[src/rtl/satalu_pkg.sv]
package satalu_pkg;
   typedef enum logic [2:0] {
      OP_ADD    = 3'd0,
      OP_ADDI_S = 3'd1,
      OP_SUB    = 3'd2,
      OP_RSUB   = 3'd3,
      OP_SUBI_L = 3'd4
   } op_e;

   typedef struct packed {
      logic cy;
      logic ov;
      logic s;
      logic z;
      logic sat;
   } flags_t;
endpackage

[src/rtl/satalu_opsel.sv]
module satalu_opsel
   import satalu_pkg::*;
#(
   parameter int W     = 32,
   parameter int IMM_S = 5,
   parameter int IMM_L = 16
) (
   input  logic [2:0]       op,
   input  logic [W-1:0]     reg_a,
   input  logic [W-1:0]     reg_b,
   input  logic [IMM_S-1:0] imm_short,
   input  logic [IMM_L-1:0] imm_long,
   output logic [W-1:0]     opnd_x,
   output logic [W-1:0]     opnd_y,
   output logic             do_sub
);
   localparam int PAD_S = W - IMM_S;
   localparam int PAD_L = W - IMM_L;

   logic [W-1:0] sx_short, sx_long;

   assign sx_short = {{PAD_S{imm_short[IMM_S-1]}}, imm_short};
   assign sx_long  = {{PAD_L{imm_long[IMM_L-1]}}, imm_long};

   always_comb begin
      opnd_x = reg_b;
      opnd_y = reg_a;
      do_sub = 1'b0;
      case (op)
         OP_ADDI_S: begin opnd_x = reg_b; opnd_y = sx_short; do_sub = 1'b0; end
         OP_SUB:    begin opnd_x = reg_b; opnd_y = reg_a;    do_sub = 1'b1; end
         OP_RSUB:   begin opnd_x = reg_a; opnd_y = reg_b;    do_sub = 1'b1; end
         OP_SUBI_L: begin opnd_x = reg_a; opnd_y = sx_long;  do_sub = 1'b1; end
         default:   begin opnd_x = reg_b; opnd_y = reg_a;    do_sub = 1'b0; end
      endcase
   end
endmodule

[src/rtl/satalu_addsub.sv]
module satalu_addsub #(
   parameter int W = 32
) (
   input  logic [W-1:0] opnd_x,
   input  logic [W-1:0] opnd_y,
   input  logic         do_sub,
   output logic [W-1:0] raw_sum,
   output logic         raw_cy,
   output logic         raw_ov
);
   localparam int MSB = W - 1;

   logic [W-1:0] y_eff;
   logic [W:0]   wide;

   assign y_eff   = do_sub ? ~opnd_y : opnd_y;
   assign wide    = {1'b0, opnd_x} + {1'b0, y_eff} + {{W{1'b0}}, do_sub};
   assign raw_sum = wide[W-1:0];
   // carry out of the inverted-operand add is the complement of the borrow
   assign raw_cy  = wide[W] ^ do_sub;
   assign raw_ov  = (opnd_x[MSB] == y_eff[MSB]) && (raw_sum[MSB] != opnd_x[MSB]);
endmodule

[src/rtl/satalu_clamp.sv]
module satalu_clamp
   import satalu_pkg::*;
#(
   parameter int W = 32
) (
   input  logic [W-1:0] raw_sum,
   input  logic         raw_cy,
   input  logic         raw_ov,
   input  logic         sat_in,
   output logic [W-1:0] clamped,
   output flags_t       flags
);
   localparam int MSB = W - 1;
   localparam logic [W-1:0] S_MAX = {1'b0, {(W-1){1'b1}}};
   localparam logic [W-1:0] S_MIN = {1'b1, {(W-1){1'b0}}};

   always_comb begin
      // a wrapped sum with its sign bit set came from a positive overflow
      if (raw_ov) clamped = raw_sum[MSB] ? S_MAX : S_MIN;
      else        clamped = raw_sum;
      flags.cy  = raw_cy;
      flags.ov  = raw_ov;
      flags.s   = clamped[MSB];
      flags.z   = (clamped == '0);
      flags.sat = sat_in | raw_ov;
   end
endmodule

[src/rtl/satalu.sv]
module satalu
   import satalu_pkg::*;
#(
   parameter int W       = 32,
   parameter int IMM_S   = 5,
   parameter int IMM_L   = 16,
   parameter bit OUT_REG = 1'b1
) (
   input  logic              clk,
   input  logic              rst_n,
   input  logic              valid_in,
   input  logic [2:0]        op,
   input  logic [W-1:0]      reg_a,
   input  logic [W-1:0]      reg_b,
   input  logic [IMM_S-1:0]  imm_short,
   input  logic [IMM_L-1:0]  imm_long,
   input  logic              sat_in,
   output logic              valid_out,
   output logic [W-1:0]      result,
   output logic              flag_cy,
   output logic              flag_ov,
   output logic              flag_s,
   output logic              flag_z,
   output logic              flag_sat
);
   localparam logic [W-1:0] S_MAX = {1'b0, {(W-1){1'b1}}};
   localparam logic [W-1:0] S_MIN = {1'b1, {(W-1){1'b0}}};

   if (W < 2)          begin : g_chk_w  $error("W must be at least 2");      end
   if (IMM_S >= W)     begin : g_chk_s  $error("IMM_S must be below W");     end
   if (IMM_L >= W)     begin : g_chk_l  $error("IMM_L must be below W");     end
   if (IMM_S < 1 || IMM_L < 1) begin : g_chk_i $error("immediates need width"); end

   logic [W-1:0] opnd_x, opnd_y, raw_sum, clamped;
   logic         do_sub, raw_cy, raw_ov;
   flags_t       nxt_flags;

   satalu_opsel #(.W(W), .IMM_S(IMM_S), .IMM_L(IMM_L)) u_opsel (
      .op(op), .reg_a(reg_a), .reg_b(reg_b),
      .imm_short(imm_short), .imm_long(imm_long),
      .opnd_x(opnd_x), .opnd_y(opnd_y), .do_sub(do_sub)
   );

   satalu_addsub #(.W(W)) u_addsub (
      .opnd_x(opnd_x), .opnd_y(opnd_y), .do_sub(do_sub),
      .raw_sum(raw_sum), .raw_cy(raw_cy), .raw_ov(raw_ov)
   );

   satalu_clamp #(.W(W)) u_clamp (
      .raw_sum(raw_sum), .raw_cy(raw_cy), .raw_ov(raw_ov),
      .sat_in(sat_in), .clamped(clamped), .flags(nxt_flags)
   );

   if (OUT_REG) begin : g_reg
      logic [W-1:0] res_q;
      flags_t       flg_q;
      logic         vld_q;

      always_ff @(posedge clk or negedge rst_n) begin
         if (!rst_n) begin
            res_q <= '0;
            flg_q <= '0;
            vld_q <= 1'b0;
         end else begin
            vld_q <= valid_in;
            if (valid_in) begin
               res_q <= clamped;
               flg_q <= nxt_flags;
            end
         end
      end

      assign valid_out = vld_q;
      assign result    = res_q;
      assign flag_cy   = flg_q.cy;
      assign flag_ov   = flg_q.ov;
      assign flag_s    = flg_q.s;
      assign flag_z    = flg_q.z;
      assign flag_sat  = flg_q.sat;

      a_r10_valid_follows: assert property (@(posedge clk) disable iff (!rst_n)
         valid_in |=> valid_out);
      a_r10_hold_when_idle: assert property (@(posedge clk) disable iff (!rst_n)
         !valid_in |=> ($stable(result) && !valid_out));
      a_r7_sat_sticky: assert property (@(posedge clk) disable iff (!rst_n)
         (valid_in && sat_in) |=> flag_sat);
      a_r6_clamp_high: assert property (@(posedge clk) disable iff (!rst_n)
         (valid_out && flag_ov && !flag_s) |-> (result == S_MAX));
      a_r6_clamp_low: assert property (@(posedge clk) disable iff (!rst_n)
         (valid_out && flag_ov && flag_s) |-> (result == S_MIN));
      a_r7_ov_sets_sat: assert property (@(posedge clk) disable iff (!rst_n)
         (valid_out && flag_ov) |-> flag_sat);
   end else begin : g_comb
      assign valid_out = valid_in;
      assign result    = clamped;
      assign flag_cy   = nxt_flags.cy;
      assign flag_ov   = nxt_flags.ov;
      assign flag_s    = nxt_flags.s;
      assign flag_z    = nxt_flags.z;
      assign flag_sat  = nxt_flags.sat;
   end
endmodule

[config.mk]
export PLATFORM = sky130hd
export DESIGN_NAME = satalu
export DESIGN_NICKNAME = d
export VERILOG_FILES = /design/src/rtl/satalu_pkg.sv /design/src/rtl/satalu_opsel.sv /design/src/rtl/satalu_addsub.sv /design/src/rtl/satalu_clamp.sv /design/src/rtl/satalu.sv
export SDC_FILE = /design/constraint.sdc
export NUM_CORES = 1
export LEC_CHECK = 0
export ABC_AREA = 1
export BUFFER_PORTS_ARGS = -buffer_cell sky130_fd_sc_hd__clkbuf_2
export CAP_MARGIN = 15
export CORE_AREA = 2 2 96 98
export CTS_BUF_LIST = sky130_fd_sc_hd__clkbuf_2 sky130_fd_sc_hd__clkbuf_4 sky130_fd_sc_hd__clkbuf_8
export DETAILED_ROUTE_END_ITERATION = 6
export DIE_AREA = 0 0 98 100
export PLACE_DENSITY = 0.81
export SLEW_MARGIN = 40
export SYNTH_ARGS = -nofsm -noshare
export SYNTH_HDL_FRONTEND = slang
export SYNTH_SLANG_ARGS = --single-unit
[constraint.sdc]
create_clock -name clk -period 1.05 [get_ports clk]
set_input_delay 0 -clock clk [delete_from_list [all_inputs] [get_ports clk]]
set_output_delay 0 -clock clk [all_outputs]
set_load 0.05 [all_outputs]
==> results of run 1 <==
==> power by group <==
part | internal, mW | switching [mW]
clock network | 0.533 | 0.607
logic | 6.04 | 9.12
registers | 1.99 | 0.428
==> sequential cells by signal, indices dropped and copies added, names as in the netlist <==
register and flops:
flag_cy 1, flag_ov 1, flag_sat 1, flag_z 1, result 32, valid_out 1
==> worst max-delay path, stage by stage <==
cell and delay, ns:
clkbuf_16 0.15, nor2_4 0.21, a21oi_4 0.08, buf_12 0.14
buf_8 0.13, nand2_2 0.06, o2111ai_2 0.11, xor2_1 0.20
ha_1 0.39, a21o_1 0.27, a21oi_2 0.17, o21ai_2 0.08
nand2_1 0.09, nand3_2 0.10, nand2_1 0.07, o211ai_1 0.11
a21boi_2 0.33, xnor2_2 0.14, o21ai_1 0.25, nand3_1 0.21
nor2_2 0.19, nand4_1 0.14, nand2_1 0.10
==> layout make-up <==
class,count,share of cell area
multi-input cells,590,0.498
flip-flops and latches,37,0.111
well taps,111,0.0167
clock buffers,6,0.00990
inverters,83,0.0404
clock inverters,2,0.00165
repair buffers,358,0.322
==> worst max-delay path by stage <==
stage	start	endpoint	cells after the start
after floorplan	op[2]	flag_z	25
after global placement	op[2]	flag_z	23
after detailed placement	op[0]	flag_z	24
after CTS	op[2]	flag_z	24
after global routing	op[2]	flag_z	22
final	op[2]	flag_z	23
==> timing repair <==
action	CTS	global route
endpoints found under the hold margin	38	0
setup buffers	16	19
gates cloned	6	0
hold buffers	2	0
pin swaps	42	55
setup endpoints to repair	36	36
gates resized for setup	110	124
==> stage by stage <==
stage	area [um2]	util	std cells	hold WS, ns
3_5_place_dp	6900	0.776	1136	0.0581
6_report	8340	0.938	1187	0.0341
3_3_place_gp	6900	0.776	1136	0.0485
5_1_grt	8340	0.938	1187	0.0427
2_1_floorplan	4820	-	738	-0.296
4_1_cts	7630	0.858	1168	0.00706
==> cell families after synthesis <==
group,count (synthesis),synth area share
flip-flops,37,0.198
adder cells (fa/ha/maj),32,0.0872
XOR/XNOR,59,0.110
buffers and inverters,113,0.0976
AND/OR/NAND/NOR,308,0.271
AO/OA/AOI/OAI,189,0.236
==> layout by cell type, fill, tap and decap left out, drive strengths merged, types with 18 or more instances in the layout <==
master | Yosys | final
inv | 82 | 82
xor2 | 51 | 51
nand2 | 172 | 173
buf | 12 | 227
dfrtp | 37 | 37
a21oi | 74 | 74
nand3 | 33 | 34
nor2 | 92 | 92
ha | 31 | 31
o22ai | 18 | 18
o21ai | 61 | 61
clkbuf | 18 | 135
==> routing by layer <==
| metal | GRT usage | vias to the layer above | share of wire |
|---|---|---|---|
| li1 | - | 3143 | - |
| met3 | 0.0446 | 244 | 0.10 |
| met1 | 0.433 | 3426 | 0.33 |
| met2 | 0.698 | 738 | 0.48 |
| met5 | 0 | - | 0 |
| met4 | 0.166 | 0 | 0.089 |
==> flow_summary.yaml, run 1 <==
cts:
  cts-root-buf: "clkbuf_8"
  cts-buffers-inserted: 5
  clk_latency_ns: 0.32
  clock-sinks: 37
  htreeDepth: 2
  path_clk_slew_ns: 0.10
  cts_tree: "built"
  clock_path_buffers: 2
global_routing:
  grt_pass1_wl_um: 30300
  grt.total_usage: 0.375
  grt_pass1_vias: 6603
  grt-ovfl-total: 0
  grt_antenna_before_repair: 0
  grt_start_max_net_pins: 38
sta:
  timing.final.crit_share: 3.29
  finalMaxSlewViolations: 0
  skew_ns: 0
  tns_ns: -70.57
  finalHoldViolations: 0
  slew_headroom: 0.689
  rsz0062_at_grt: "true"
  fin_crit_ns: 3.46
  worst_slew_pin_slew_ns: 0.466
  max_freq_mhz: 289
  layout_setup_ws_ns: -2.41
  setup_viol: 37
status:
  failed_checks: "negative setup slack"
  status: "complete, but fails checks"
synthesis:
  synth.avg_cell_area_um2: 6.34
  syn_inst: 738
  synth_edf_count: 0
  ys_ff_latch: 37
  ys_warn_count: 0
  synth_cell_types: 43
  synth.most_common_cell: "nand2_1"
  seq_area_frac_synth: 0.198
  synth_area_leader_cell: "dfrtp_1"
  synthArstFlopShare: 1.00
  synth_nets: 862
  synth_area_leaders: "dfrtp_1 20%, nand2_1 13%, xor2_1 9.5%, ha_1 8.3%, a21oi_1 7.6%"
  ys_top_cells_by_count: "160 x nand2_1, 90 x nor2_1, 79 x inv_1"
  syn_area_um2: 4680
  synthDominantCellAreaShare: 0.198
  synth_flop_cell: "dfrtp_1"
routing:
  drtIter0Drc: 840
  num_vias: 7551
  wl_um: 25100
  via_per_inst: 6.36
  drcViolationCount: 0
  antenna_left: 0
  wire_per_inst_um: 21.1
  firstDrtPassIters: 7
setup_path:
  start_kind: "input pin"
  r2r_start: "result[7]"
  cp-end-kind: "register"
  worst-r2r-setup-slack_ns: 0.22
  critPathKind: "input pin to register"
  rr_worst_depth: 2
  r2r-end: "result[7]"
  cp.arrival_ns: 3.71
  cp.required_ns: 1.30
  cp_max_fo: 6
hold_path:
  whs_path_depth: 2
  min_to: "result[25]"
  min_path_type: "input pin to register"
  hold_start: "valid_in"
finish:
  multi_input_area_um2: 4150
  insertedDiodeCount: 0
  area_delta_synth_final_pct: 78.3
  regArea_um2: 926
  layout.nets: 1199
  fillerInstances: 315
  drive_above_1_share: 0.513
run:
  maxCapViolCount: 0
placed_design:
  place.gp.congestion: 0.919
  place.port_buffers: 129
  dpl.hpwl_um: 13300
  pre_cts_slack_ns: -2.39
power:
  leakagePower_nw: 4.33
  peakVddDrop_v: 0.00111
  p_per_area_nw_per_um2: 2240
  finalPower_mw: 18.7
floorplan:
  rows: 35
  start_util: 0.526
  die_w_um: 98
  core_area_um2: 8890
  die_y_um: 100
  die_area_um2: 9800
  io_pins: 130
Note: power is estimated with default switching activity, not from simulation.
==> run 2: changes to the inputs <==
--- a/config.mk
+++ b/config.mk
@@ -12,7 +12,7 @@
 export CTS_BUF_LIST = sky130_fd_sc_hd__clkbuf_2 sky130_fd_sc_hd__clkbuf_4 sky130_fd_sc_hd__clkbuf_8
 export DETAILED_ROUTE_END_ITERATION = 6
 export DIE_AREA = 0 0 98 100
-export PLACE_DENSITY = 0.81
+export PLACE_DENSITY = 0.79
 export SLEW_MARGIN = 40
 export SYNTH_ARGS = -nofsm -noshare
 export SYNTH_HDL_FRONTEND = slang
==> flow_summary.yaml, run 2 (synthesis gave the netlist of run 1 again) <==
finish:
  layout.nets: 1176
  insertedDiodeCount: 0
  fin_cells: 1164
  area_delta_synth_final_pct: 63.7
  drive_above_1_share: 0.435
  postLayoutCellArea_um2: 7660
  layout_common_cells: "190 x buf_4, 146 x nand2_1, 126 x clkbuf_2"
  fillerInstances: 523
  largest_register_ffs: 32
  final_common_cell: "buf_4"
setup_path:
  cp.arrival_ns: 3.39
  cp.required_ns: 1.30
  cp-end-kind: "register"
  r2r_start: "result[11]"
  r2r-end: "result[11]"
  cp_max_fo: 17
  start_kind: "input pin"
  worst-r2r-setup-slack_ns: 0.32
  critPathKind: "input pin to register"
  rr_worst_depth: 2
global_routing:
  grt.total_usage: 0.340
  grt_pass1_wl_um: 27700
  grt_antenna_before_repair: 0
  grt_start_max_net_pins: 38
  grt-ovfl-total: 0
  grt_pass1_vias: 6272
sta:
  slew_headroom: 0.690
  layout_setup_ws_ns: -2.10
  skew_ns: 0
  timing.final.crit_share: 3.00
  setup_viol: 36
  timing.hold.ws_ns: 0.0613
  worst_slew_pin_slew_ns: 0.460
  rsz0062_at_grt: "true"
  fin_crit_ns: 3.15
  finalHoldViolations: 0
  finalMaxSlewViolations: 0
  max_freq_mhz: 318
power:
  p_per_area_nw_per_um2: 2110
  combPwrFrac: 0.763
  finalPower_mw: 16.2
  power_frac_seq: 0.143
  p_clk_frac: 0.094
  p_sw_mw: 8.22
  peakVddDrop_v: 0.00121
  leakagePower_nw: 4.04
  swShare: 0.509
  p_int_mw: 7.93
placed_design:
  placed_area_um2: 6830
  place.gp.congestion: 0.953
  dpl.hpwl_um: 12700
  place.port_buffers: 129
  dp.cells: 1127
routing:
  via_per_inst: 5.61
  drtIter0Drc: 408
  antenna_left: 0
  wire_per_inst_um: 16.3
  drcViolationCount: 0
  wl_um: 18900
  num_vias: 6531
  firstDrtPassIters: 5
status:
  failed_checks: "negative setup slack"
  status: "complete, but fails checks"
floorplan:
  start_util: 0.526
  rows: 35
  core_area_um2: 8890
  die_area_um2: 9800
  die_y_um: 100
  die_w_um: 98
  io_pins: 130
cts:
  cts-buffers-inserted: 5
  path_clk_slew_ns: 0.08
  cts-root-buf: "clkbuf_8"
  clock-sinks: 37
  htreeDepth: 2
  cts_tree: "built"
  clock_path_buffers: 2
  clk_latency_ns: 0.30
hold_path:
  whs_path_depth: 3
  min_path_type: "input pin to register"
  hold_start: "valid_in"
  min_to: "result[0]"
run:
  maxCapViolCount: 0
run 2: worst max-delay path, stage by stage:
cell       delay, ns
clkbuf_16       0.15
inv_16          0.07
nor2_4          0.05
a21oi_4         0.28
inv_4           0.10
buf_12          0.17
o22ai_1         0.21
xor2_1          0.20
ha_1            0.28
a21oi_1         0.26
o21ai_1         0.14
nand2_1         0.08
nand3_1         0.07
a31oi_2         0.20
buf_4           0.16
nand4_1         0.21
nand2_2         0.16
nand2_1         0.07
a21oi_2         0.12
nand3_1         0.09
nor2_1          0.13
nand4_1         0.10
nand2_1         0.06
run 2: layout make-up:
class | count | area, um2 | share of cell area
Multi-Input combinational cell | 590 | 3770 | 0.493
Inverter | 83 | 338 | 0.0441
Clock inverter | 3 | 68.8 | 0.00899
Clock buffer | 5 | 68.8 | 0.00899
Timing Repair Buffer | 334 | 2340 | 0.306
Tap cell | 111 | 139 | 0.0181
Sequential cell | 37 | 926 | 0.121
Timing Repair inverter | 1 | 5.00 | 0.000654
run 2: timing repair:
action,in CTS,in global routing
buffers inserted,11,11
endpoints found under the setup margin,36,36
endpoints found under the hold margin,40,0
pin swaps,36,24
hold buffers,3,0
gates resized for setup,68,48
gates cloned,3,1
run 2: how the worst max path moves through the flow:
| stage | start | end | slack [ns] |
|---|---|---|---|
| 5_1_grt | op[2] | flag_z | -2.26 |
| 2_1_floorplan | op[2] | flag_z | -1.74 |
| 3_3_place_gp | op[2] | flag_z | -2.31 |
| 4_1_cts | op[2] | flag_z | -1.79 |
| 6_report | op[2] | flag_z | -2.10 |
| 3_5_place_dp | op[2] | result[1] | -2.46 |
run 2: metal layers:
layer  global-route usage  up-vias  routed length [um]
met5                    0        -                   0
met4                0.135        0                 908
met3               0.0320       92                1260
met2                0.631      372                9380
met1                0.405     2976                7380
li1                     -     3091                   -
run 2: per-stage QoR:
step | setup WS [ns] | setup TNS (ns) | util
floorplan | -1.74 | -59.65 | -
global placement | -2.31 | -78.61 | 0.769
detailed placement | -2.46 | -84.36 | 0.769
CTS | -1.79 | -59.68 | 0.829
global route | -2.26 | -74.33 | 0.861
finish | -2.10 | -68.96 | 0.861
run 2: power groups by stage:
stage	clock (mW)	sequential, mW	combinational, mW
after floorplan	0	4.29	4.38
after global placement	0	2.29	10.6
after detailed placement	0	2.33	10.8
after CTS	1.53	2.31	11.4
after global routing	1.59	2.38	13.1
final	1.52	2.32	12.3
